==> config.mk <==
export PLATFORM = sky130hd
export DESIGN_NAME = odline_repeater
export DESIGN_NICKNAME = d
export VERILOG_FILES = /design/src/rtl/odline_pkg.sv /design/src/rtl/odline_sync.sv /design/src/rtl/odline_timer.sv /design/src/rtl/odline_fsm.sv /design/src/rtl/odline_repeater.sv
export SDC_FILE = /design/constraint.sdc
export NUM_CORES = 1
export LEC_CHECK = 0
export BUFFER_PORTS_ARGS = -buffer_cell sky130_fd_sc_hd__buf_4
export CORE_AREA = 2 2 39 41
export DETAILED_ROUTE_END_ITERATION = 16
export DIE_AREA = 0 0 41 43
export PLACE_DENSITY = 0.69
export SLEW_MARGIN = 30
export SYNTH_ARGS = -nofsm -noshare
export SYNTH_HDL_FRONTEND = slang
export SYNTH_SLANG_ARGS = --single-unit
export TNS_END_PERCENT = 30
==> constraint.sdc <==
create_clock -name clk -period 3.3 [get_ports clk]
set_input_delay 0.33 -clock clk [delete_from_list [all_inputs] [get_ports clk]]
set_output_delay 0.33 -clock clk [all_outputs]
set_load 0.1 [all_outputs]
==> src/rtl/odline_pkg.sv <==
package odline_pkg;
  typedef enum logic [1:0] {
    PH_IDLE  = 2'd0,
    PH_WAIT  = 2'd1,
    PH_DRIVE = 2'd2,
    PH_PULSE = 2'd3
  } phase_t;

  typedef enum logic {
    SIDE_HOST = 1'b0,
    SIDE_CARD = 1'b1
  } side_t;
endpackage

==> src/rtl/odline_sync.sv <==
module odline_sync #(
  parameter int STAGES = 2
) (
  input  logic clk,
  input  logic rst_n,
  input  logic pin,
  output logic level,
  output logic fell
);
  logic prev_q;

  generate
    if (STAGES <= 1) begin : g_single
      logic st_q;
      always_ff @(posedge clk or negedge rst_n) begin
        if (!rst_n) st_q <= 1'b1;
        else        st_q <= pin;
      end
      assign level = st_q;
    end else begin : g_chain
      logic [STAGES-1:0] st_q;
      always_ff @(posedge clk or negedge rst_n) begin
        if (!rst_n) st_q <= '1;
        else        st_q <= {st_q[STAGES-2:0], pin};
      end
      assign level = st_q[STAGES-1];
    end
  endgenerate

  always_ff @(posedge clk or negedge rst_n) begin
    if (!rst_n) prev_q <= 1'b1;
    else        prev_q <= level;
  end

  assign fell = prev_q & ~level;
endmodule

==> src/rtl/odline_timer.sv <==
module odline_timer #(
  parameter int CW = 5
) (
  input  logic          clk,
  input  logic          rst_n,
  input  logic          load,
  input  logic [CW-1:0] load_val,
  output logic          expired
);
  logic [CW-1:0] cnt_q;

  always_ff @(posedge clk or negedge rst_n) begin
    if (!rst_n)             cnt_q <= '0;
    else if (load)          cnt_q <= load_val;
    else if (cnt_q != '0)   cnt_q <= cnt_q - 1'b1;
  end

  assign expired = (cnt_q == '0);

  a_r5_timer_counts_down: assert property (@(posedge clk) disable iff (!rst_n)
    (!load && $past(cnt_q) != '0) |-> (cnt_q == $past(cnt_q) - 1'b1));
endmodule

==> src/rtl/odline_fsm.sv <==
module odline_fsm
  import odline_pkg::*;
#(
  parameter int DLY_CYC = 20,
  parameter int PU_CYC  = 10,
  parameter int CW      = 5
) (
  input  logic          clk,
  input  logic          rst_n,
  input  logic          enable,
  input  logic          host_lvl,
  input  logic          card_lvl,
  input  logic          host_fell,
  input  logic          card_fell,
  input  logic          tmr_expired,
  output logic          tmr_load,
  output logic [CW-1:0] tmr_val,
  output phase_t        phase,
  output side_t         master
);
  localparam logic [CW-1:0] DLY_LOAD = CW'(DLY_CYC - 1);
  localparam logic [CW-1:0] PU_LOAD  = CW'(PU_CYC - 1);

  phase_t phase_q, phase_d;
  side_t  master_q, master_d;
  logic   master_released;

  assign master_released = (master_q == SIDE_HOST) ? host_lvl : card_lvl;

  always_comb begin
    phase_d  = phase_q;
    master_d = master_q;
    tmr_load = 1'b0;
    tmr_val  = DLY_LOAD;
    if (!enable) begin
      phase_d = PH_IDLE;
    end else begin
      unique case (phase_q)
        PH_IDLE: begin
          if (host_fell) begin
            phase_d  = PH_WAIT;
            master_d = SIDE_HOST;
            tmr_load = 1'b1;
          end else if (card_fell) begin
            phase_d  = PH_WAIT;
            master_d = SIDE_CARD;
            tmr_load = 1'b1;
          end
        end
        PH_WAIT: begin
          if (master_released)  phase_d = PH_IDLE;
          else if (tmr_expired) phase_d = PH_DRIVE;
        end
        PH_DRIVE: begin
          if (master_released) begin
            phase_d  = PH_PULSE;
            tmr_load = 1'b1;
            tmr_val  = PU_LOAD;
          end
        end
        PH_PULSE: begin
          if (tmr_expired) phase_d = PH_IDLE;
        end
        default: phase_d = PH_IDLE;
      endcase
    end
  end

  always_ff @(posedge clk or negedge rst_n) begin
    if (!rst_n) begin
      phase_q  <= PH_IDLE;
      master_q <= SIDE_HOST;
    end else begin
      phase_q  <= phase_d;
      master_q <= master_d;
    end
  end

  assign phase  = phase_q;
  assign master = master_q;

  a_r2_master_held: assert property (@(posedge clk) disable iff (!rst_n)
    (phase_q != PH_IDLE && $past(phase_q) != PH_IDLE) |-> $stable(master_q));
  a_r2_host_wins_tie: assert property (@(posedge clk) disable iff (!rst_n)
    ($past(phase_q) == PH_IDLE && phase_q == PH_WAIT && $past(host_fell)) |-> (master_q == SIDE_HOST));
  a_r3_drive_after_wait: assert property (@(posedge clk) disable iff (!rst_n)
    (phase_q == PH_DRIVE && $past(phase_q) != PH_DRIVE) |-> ($past(phase_q) == PH_WAIT));
  a_r5_pulse_after_drive: assert property (@(posedge clk) disable iff (!rst_n)
    (phase_q == PH_PULSE && $past(phase_q) != PH_PULSE) |-> ($past(phase_q) == PH_DRIVE));
  a_r7_no_election_in_pulse: assert property (@(posedge clk) disable iff (!rst_n)
    (phase_q == PH_PULSE) |=> (phase_q == PH_PULSE || phase_q == PH_IDLE));
endmodule

==> src/rtl/odline_repeater.sv <==
module odline_repeater
  import odline_pkg::*;
#(
  parameter int SYNC_STAGES = 2,
  parameter int DLY_CYC     = 20,
  parameter int PU_CYC      = 10
) (
  input  logic clk,
  input  logic rst_n,
  input  logic enable,
  input  logic host_in,
  input  logic card_in,
  output logic host_pull_low,
  output logic host_push_high,
  output logic card_pull_low,
  output logic card_push_high
);
  localparam int MAXC = (DLY_CYC > PU_CYC) ? DLY_CYC : PU_CYC;
  localparam int CW   = $clog2(MAXC + 1);

  logic          host_lvl, card_lvl, host_fell, card_fell;
  logic          tmr_load, tmr_expired;
  logic [CW-1:0] tmr_val;
  phase_t        phase;
  side_t         master;

  odline_sync #(.STAGES(SYNC_STAGES)) u_sync_host (
    .clk(clk), .rst_n(rst_n), .pin(host_in), .level(host_lvl), .fell(host_fell)
  );
  odline_sync #(.STAGES(SYNC_STAGES)) u_sync_card (
    .clk(clk), .rst_n(rst_n), .pin(card_in), .level(card_lvl), .fell(card_fell)
  );

  odline_timer #(.CW(CW)) u_timer (
    .clk(clk), .rst_n(rst_n), .load(tmr_load), .load_val(tmr_val), .expired(tmr_expired)
  );

  odline_fsm #(.DLY_CYC(DLY_CYC), .PU_CYC(PU_CYC), .CW(CW)) u_fsm (
    .clk(clk), .rst_n(rst_n), .enable(enable),
    .host_lvl(host_lvl), .card_lvl(card_lvl),
    .host_fell(host_fell), .card_fell(card_fell),
    .tmr_expired(tmr_expired), .tmr_load(tmr_load), .tmr_val(tmr_val),
    .phase(phase), .master(master)
  );

  assign host_pull_low  = enable && (phase == PH_DRIVE) && (master == SIDE_CARD);
  assign host_push_high = enable && (phase == PH_PULSE) && (master == SIDE_CARD);
  assign card_pull_low  = !enable || ((phase == PH_DRIVE) && (master == SIDE_HOST));
  assign card_push_high = enable && (phase == PH_PULSE) && (master == SIDE_HOST);

  a_r8_disabled_clamp: assert property (@(posedge clk) disable iff (!rst_n)
    !enable |-> (card_pull_low && !card_push_high && !host_pull_low && !host_push_high));
  a_r9_one_side_low: assert property (@(posedge clk) disable iff (!rst_n)
    !(host_pull_low && card_pull_low));
  a_r9_no_fight_host: assert property (@(posedge clk) disable iff (!rst_n)
    !(host_pull_low && host_push_high));
  a_r9_no_fight_card: assert property (@(posedge clk) disable iff (!rst_n)
    !(card_pull_low && card_push_high));
  a_r5_push_follows_pull: assert property (@(posedge clk) disable iff (!rst_n)
    $rose(card_push_high) |-> $past(card_pull_low));
endmodule

==> results of run 1 <==
[kinds of logic after synthesis]
family / share of synthesized area
AOI/OAI and AO/OA: 0.134
and+or+nand+nor: 0.206
adders and majority gates: 0.0189
DFF: 0.542
buffers and inverters: 0.0170
muxes: 0.0549
xor gates and xnor gates: 0.0265
[Yosys cell counts (2+ instances only)]
master / number
sky130_fd_sc_hd__inv_1: 3
sky130_fd_sc_hd__nor3b_1: 2
sky130_fd_sc_hd__nand2b_1: 4
sky130_fd_sc_hd__a21oi_1: 2
sky130_fd_sc_hd__nand2_1: 3
sky130_fd_sc_hd__nor2_1: 2
sky130_fd_sc_hd__o21ai_0: 4
sky130_fd_sc_hd__dfrtp_1: 8
sky130_fd_sc_hd__dfstp_2: 6
[cell type report]
type                    count  area [sq um]
clock buffers               4          36.3
repair buffers              9          70.1
flip-flops and latches     14           358
inverters                   3          11.3
well taps                  16          20.0
multi-input cells          38           292
fillers                   119           597
[critical path: stages, from the launching register on]
cell,delay [ns]
sky130_fd_sc_hd__dfrtp_1,0.46
sky130_fd_sc_hd__nand2b_1,0.22
sky130_fd_sc_hd__o21ai_0,0.16
sky130_fd_sc_hd__buf_4,0.31
[metal layers]
| layer | wire length (microns) | track usage | part of all wire |
|---|---|---|---|
| met5 | 0 | 0 | 0 |
| met3 | 50 | 0.0471 | 0.043 |
| met1 | 564 | 0.240 | 0.49 |
| met4 | 28 | 0.100 | 0.024 |
| met2 | 517 | 0.234 | 0.45 |
[state kept, by name, summed over array words and instances, names as in the netlist]
| signal | count |
|---|---|
| u_timer.cnt_q | 5 |
| u_sync_card.prev_q | 1 |
| u_fsm.master | 1 |
| u_sync_card.g_chain.st_q | 2 |
| u_fsm.phase | 2 |
| u_sync_host.prev_q | 1 |
| u_sync_host.g_chain.st_q | 2 |
[how the worst max path moves through the flow]
stage | start | to | slack, ns | cells past startpoint
final | u_fsm.phase[0] | card_pull_low | 1.55 | 3
after global routing | u_fsm.phase[0] | card_pull_low | 1.46 | 3
after CTS | u_fsm.phase[0] | card_pull_low | 1.55 | 3
after detailed placement | u_timer.cnt_q[0] | u_timer.cnt_q[1] | 1.63 | 5
after global placement | u_timer.cnt_q[0] | u_timer.cnt_q[1] | 1.66 | 5
after floorplan | u_fsm.phase[0] | card_pull_low | 0.25 | 2
[metrics by stage]
stage                     hold slack, ns  area, sq um   util  std cells  total power (uW)
after detailed placement           0.188          741  0.535         79               411
after global placement             0.186          741  0.535         79               408
after CTS                          0.153          787  0.569         84               535
after global routing               0.132          787  0.569         84               570
after floorplan                   0.0344          661      -         55               374
final                              0.154          787  0.569         84               531
[timing repair]
item | CTS | global route
setup endpoints to repair | 0 | 0
hold endpoints to repair | 8 | 0
hold buffers | 1 | 0
[power by group through the flow]
stage / sequential (uW) / clock, uW / combinational [uW]
floorplan: 242 / 0 / 132
global placement: 251 / 0 / 157
detailed placement: 252 / 0 / 159
CTS: 249 / 125 / 161
global route: 254 / 137 / 179
finish: 249 / 123 / 159
==> results_dict.tcl, run 1 <==
set metrics [dict create \
    clkTransAtPathRegs_ns 0.09 \
    grt_setup_unrepaired "false" \
    die-area_sq_mm 0.00176 \
    syn_area_sq_um 661 \
    min-delay-path-class "primary input to register" \
    grt_start_max_net_pins 15 \
    crit-reg2reg-launch "u_timer.cnt_q[0]" \
    prevailing_post_synth_register_cell "sky130_fd_sc_hd__dfrtp_1" \
    critical_path_required_ns 2.97 \
    nNetsFinal 75 \
    post-route-min-period_ns 1.75 \
    post_placement_setup_slack_ns 1.63 \
    synth_top_area_frac 0.303 \
    synth.distinct_cells 30 \
    clock_sinks 14 \
    place.gp.congestion 0.811 \
    ffs_latches_synth 14 \
    postSynthAreaPerCell_sq_um 12.0 \
    timing.setup.critical_path_class "register to output port" \
    dieWidth_microns 41 \
    power.leakage_uw 0.000348 \
    avgRoutedWirePerCell_microns 13.8 \
    finalCritPeriodShare 0.531 \
    hold_viol_final 0 \
    asyncSetResetFlopFracSynth 1.00 \
    worst_pin_slew_ns 0.432 \
    area_growth_pct 19.1 \
    timing.reg2reg.setup_slack_ns 1.60 \
    h-tree-depth 1 \
    fraction_of_final_layout_cells_with_drive_strength_greater_than_1 0.368 \
    clockRootBuffer "sky130_fd_sc_hd__clkbuf_4" \
    yosys-top-cells-area "sky130_fd_sc_hd__dfrtp_1 30%, sky130_fd_sc_hd__dfstp_2 24%, sky130_fd_sc_hd__nand2b_1 3.8%" \
    initial_antenna_violation_count 0 \
    rows 14 \
    total_wire_length_microns 1160 \
    start_kind "register" \
    cts_resized 0 \
    timing.rr.end "u_timer.cnt_q[1]" \
    intPower_uw 371 \
    final_worst_clock_skew_ns 0.00273 \
    drtAntennaViolNets 0 \
    most-common-layout-cells "8 x sky130_fd_sc_hd__buf_4, 8 x sky130_fd_sc_hd__dfrtp_1, 6 x sky130_fd_sc_hd__dfstp_2" \
    power.density_mw_per_mm2 675 \
    number_of_drc_markers_in_iteration_0 5 \
    path_max_fanout 8 \
    post_cts_buffers 0 \
    grt_use_total 0.173 \
    clk-insertion-delay-late_ns 0.28 \
    die_height_microns 43 \
    whs_endpoint "u_sync_card.g_chain.st_q[0]" \
    num_io_pins 9 \
    vias 462 \
    cts_buffers 3 \
    syn-instance-count 55 \
    timing.hold.worst_path_depth 1 \
    fin_setup_tns_ns 0 \
    power.share.clock 0.232 \
    timing_max_transition_violations_final 0 \
    sw_frac_of_total 0.302 \
    slew_headroom 0.711 \
    initial_core_util 0.477 \
    finalWorstSetupSlack_ns 1.55 \
    sequentialPowerShare 0.468 \
    synth-edff-count 0 \
    synth.yosys.warnings 0 \
    worst-endpoint-arrival_ns 1.42 \
    longest_clk_path_bufs 2 \
    port_buffer_cells 8 \
    placeableCoreArea_sq_mm 0.00138 \
    ys_seq_area_frac 0.542 \
    synthesis.nets 61 \
    drc 0 \
    r2r.worst_path.cells 5 \
    status "complete, no violations" \
    vias_per_cell 5.50 \
    power.ir.vdd_worst_mv 0.354 \
    power.share.combinational 0.300 \
    diodes 0 \
    first_global_vias 419 \
    holdCritStartpoint "card_in" \
    global_route_wire_length_before_repair_microns 1890 \
    critical_path.endpoint_type "output port" \
    cap_violations 0 \
    detailedPlacementHpwl_microns 859 \
    synth_largest_area_cell "sky130_fd_sc_hd__dfrtp_1" \
    detail_route.first_pass.iterations 4 \
    grt_overflow_total 0 \
    power.switching_uw 160 \
    maximum_operating_frequency_mhz 571 \
    cts_tree "built" \
    final-setup-viol-count 0 \
]
No activity file was read; power rests on OpenSTA's default activity.
==> run 2, diff against run 1 <==
--- a/config.mk
+++ b/config.mk
@@ -5,11 +5,11 @@
 export SDC_FILE = /design/constraint.sdc
 export NUM_CORES = 1
 export LEC_CHECK = 0
+export ABC_AREA = 1
 export BUFFER_PORTS_ARGS = -buffer_cell sky130_fd_sc_hd__buf_4
-export CORE_AREA = 2 2 39 41
+export CORE_UTILIZATION = 48
 export DETAILED_ROUTE_END_ITERATION = 16
-export DIE_AREA = 0 0 41 43
-export PLACE_DENSITY = 0.69
+export PLACE_DENSITY = 0.7
 export SLEW_MARGIN = 30
 export SYNTH_ARGS = -nofsm -noshare
 export SYNTH_HDL_FRONTEND = slang
==> constraint.sdc (replaced) <==
create_clock -name clk -period 1.5 [get_ports clk]
set_input_delay 0.15 -clock clk [delete_from_list [all_inputs] [get_ports clk]]
set_output_delay 0.15 -clock clk [all_outputs]
set_load 0.1 [all_outputs]
==> run 2 against run 1 <==
Worst hold slack gained 0.11 ns; critical path depth is the same; sequential power grew 150%; critical path type unchanged.
==> results_dict.tcl, run 2 <==
set metrics [dict create \
    status "complete, no violations" \
    detail_route.first_pass.iterations 4 \
    port_buffer_cells 8 \
    post_placement_setup_slack_ns 0.153 \
    detailedPlacementHpwl_microns 933 \
    power.ir.vdd_worst_mv 0.866 \
    synth_top_area_frac 0.281 \
    grt_use_total 0.225 \
    critical_path_required_ns 1.35 \
    worst-endpoint-arrival_ns 1.31 \
    dieWidth_microns 40.5 \
    area_growth_pct 31.8 \
    path_max_fanout 4 \
    clk-insertion-delay-late_ns 0.28 \
    cap_violations 0 \
    sw_frac_of_total 0.439 \
    fin_setup_tns_ns 0 \
    nNetsFinal 108 \
    clockRootBuffer "sky130_fd_sc_hd__clkbuf_4" \
    final-setup-viol-count 0 \
    number_of_drc_markers_in_iteration_0 4 \
    cp_cell_sequence "buf_4, nor3_4, buf_12" \
    fin_hold_ws_ns 0.266 \
    total_wire_length_microns 1430 \
    power.leakage_uw 0.000459 \
    cpPeakStageDelay_ns 0.46 \
    power.switching_uw 725 \
    finalWorstSetupSlack_ns 0.0404 \
    power.share.clock 0.163 \
    postSynthAreaPerCell_sq_um 8.48 \
    vias 585 \
    longest_clk_path_bufs 2 \
    timing_max_transition_violations_final 0 \
    clock_sinks 14 \
    fraction_of_final_layout_cells_with_drive_strength_greater_than_1 0.426 \
    die_height_microns 40.5 \
    intPower_uw 925 \
    first_global_vias 551 \
    ys_seq_area_frac 0.503 \
    final_worst_clock_skew_ns 0.00715 \
    grt_setup_unrepaired "true" \
    synth_largest_area_cell "sky130_fd_sc_hd__dfrtp_1" \
    layout.cells.most_common "sky130_fd_sc_hd__nand2_1" \
    synth.yosys.warnings 0 \
    ffs_latches_synth 14 \
    registers.top_by_ff_count "u_timer.cnt_q" \
    critical_path.slowest_cell "sky130_fd_sc_hd__dfrtp_2" \
    initial_antenna_violation_count 0 \
    cts_buffers 3 \
    yosysMostFrequentCell "sky130_fd_sc_hd__nand2_1" \
    grt_overflow_total 0 \
    rows 13 \
    critical_path.endpoint_type "output port" \
    timing.setup.critical_path_class "register to output port" \
    power.density_mw_per_mm2 1760 \
    initial_core_util 0.534 \
    hold_viol_final 0 \
    utilization 0.704 \
    die-area_sq_mm 0.00164 \
    maximum_operating_frequency_mhz 685 \
    finalPower_uw 1650 \
    synthesis.nets 90 \
    power.share.combinational 0.463 \
    clkTransAtPathRegs_ns 0.09 \
    min-delay-path-class "primary input to asynchronous set/reset pin" \
    syn_area_sq_um 712 \
    post-route-min-period_ns 1.46 \
    slew_headroom 0.817 \
    global_route_wire_length_before_repair_microns 2280 \
    place.gp.congestion 0.715 \
    start_kind "register" \
    placeableCoreArea_sq_mm 0.00133 \
    drtAntennaViolNets 0 \
    synth.distinct_cells 22 \
    synth_top_cells_by_count "21 x sky130_fd_sc_hd__nand2_1, 10 x sky130_fd_sc_hd__inv_1, 8 x sky130_fd_sc_hd__dfrtp_1" \
    avgRoutedWirePerCell_microns 12.3 \
    grt_start_max_net_pins 15 \
    most-common-layout-cells "21 x sky130_fd_sc_hd__nand2_1, 10 x sky130_fd_sc_hd__inv_1, 7 x sky130_fd_sc_hd__buf_4" \
    drc 0 \
    asyncSetResetFlopFracSynth 1.00 \
    largest_register_ff_count 5 \
    h-tree-depth 1 \
    diodes 0 \
    synth-edff-count 0 \
    finalCritPeriodShare 0.973 \
    cts_tree "built" \
    syn-instance-count 84 \
    sequentialPowerShare 0.374 \
    yosys-top-cells-area "sky130_fd_sc_hd__dfrtp_1 28%, sky130_fd_sc_hd__dfstp_2 22%, sky130_fd_sc_hd__nand2_1 11%" \
    prevailing_post_synth_register_cell "sky130_fd_sc_hd__dfrtp_1" \
    num_io_pins 9 \
    vias_per_cell 5.04 \
    worst_pin_slew_ns 0.277 \
]
[run 2: changes by cell type in the layout (fill, tap and decap cells not counted), moves of 3 or more]
cell                       before  now
sky130_fd_sc_hd__inv_1          3   10
sky130_fd_sc_hd__inv_2          0    4
sky130_fd_sc_hd__nand2_1        3   21
sky130_fd_sc_hd__nand2_2        0    5
sky130_fd_sc_hd__nand2b_1       4    0
sky130_fd_sc_hd__nand3_1        0    6
sky130_fd_sc_hd__nand4_1        0    3
sky130_fd_sc_hd__nor2_2         0    5
sky130_fd_sc_hd__o21ai_0        4    1
[run 2: kinds of logic (layout without fill, tap and decap cells)]
family	Yosys count	in the layout	synth area share
flip-flops	14	14	0.503
XOR/XNOR	1	1	0.0123
adder cells (fa/ha/maj)	1	1	0.0176
buffers and inverters	14	31	0.0738
AND/OR/NAND/NOR	48	48	0.330
AO/OA/AOI/OAI	6	6	0.0633
[run 2: power groups by stage]
stage          Sequential (uW)  Combinational (uW)  Clock (uW)
2_1_floorplan              600                 563           0
3_3_place_gp               619                 672           0
3_5_place_dp               621                 682           0
4_1_cts                    619                 725         274
5_1_grt                    632                 853         287
6_report                   617                 763         269
[run 2: path summary, 6_finish.rpt]
kind                                              from                           to  slack, ns  cells past startpoint
setup / recovery                        u_fsm.phase[0]                host_pull_low       0.04                      3
hold / removal                                   rst_n             u_timer.cnt_q[1]       0.27                      2
setup reg to reg                      u_timer.cnt_q[0]               u_fsm.phase[1]       0.15                      6
hold reg to reg            u_sync_card.g_chain.st_q[0]  u_sync_card.g_chain.st_q[1]       0.36                      0
max in group asynchronous                        rst_n  u_sync_host.g_chain.st_q[0]       0.99                      2
min in group clk           u_sync_card.g_chain.st_q[0]  u_sync_card.g_chain.st_q[1]       0.36                      0
[run 2: per-layer routing]
layer	GRT usage	vias to the layer above	wire length (microns)
li1	-	295	-
met1	0.239	270	618
met2	0.401	14	723
met3	0.0556	6	47
met4	0.125	0	38
met5	0	-	0
[run 2: worst max-delay path: cells and delay by family (launching register included)]
kind / cells / cell delay, ns
flops: 1 / 0.46
buf+inv: 2 / 0.36
simple gates: 1 / 0.22
[run 2: layout make-up]
type                       count  area, sq um
fill                         119          395
sequential                    14          360
multi-input combinational     56          337
timing repair buffer          13          134
inverter                      14         52.6
clock buffer                   4         36.3
tap                           15         18.8
[run 2: through the flow]
stage | instances | cell area [sq um]
final | 116 | 938
after CTS | 115 | 908
after global placement | 107 | 821
after global routing | 116 | 938
after floorplan | 84 | 742
after detailed placement | 107 | 821
[run 2: repair_timing]
| action | 4_1_cts | 5_1_grt |
|---|---|---|
| endpoints found under the hold margin | 16 | 0 |
| buffers inserted | 1 | 1 |
| gates resized for setup | 5 | 5 |
| endpoints found under the setup margin | 4 | 3 |
| hold buffers | 3 | 0 |
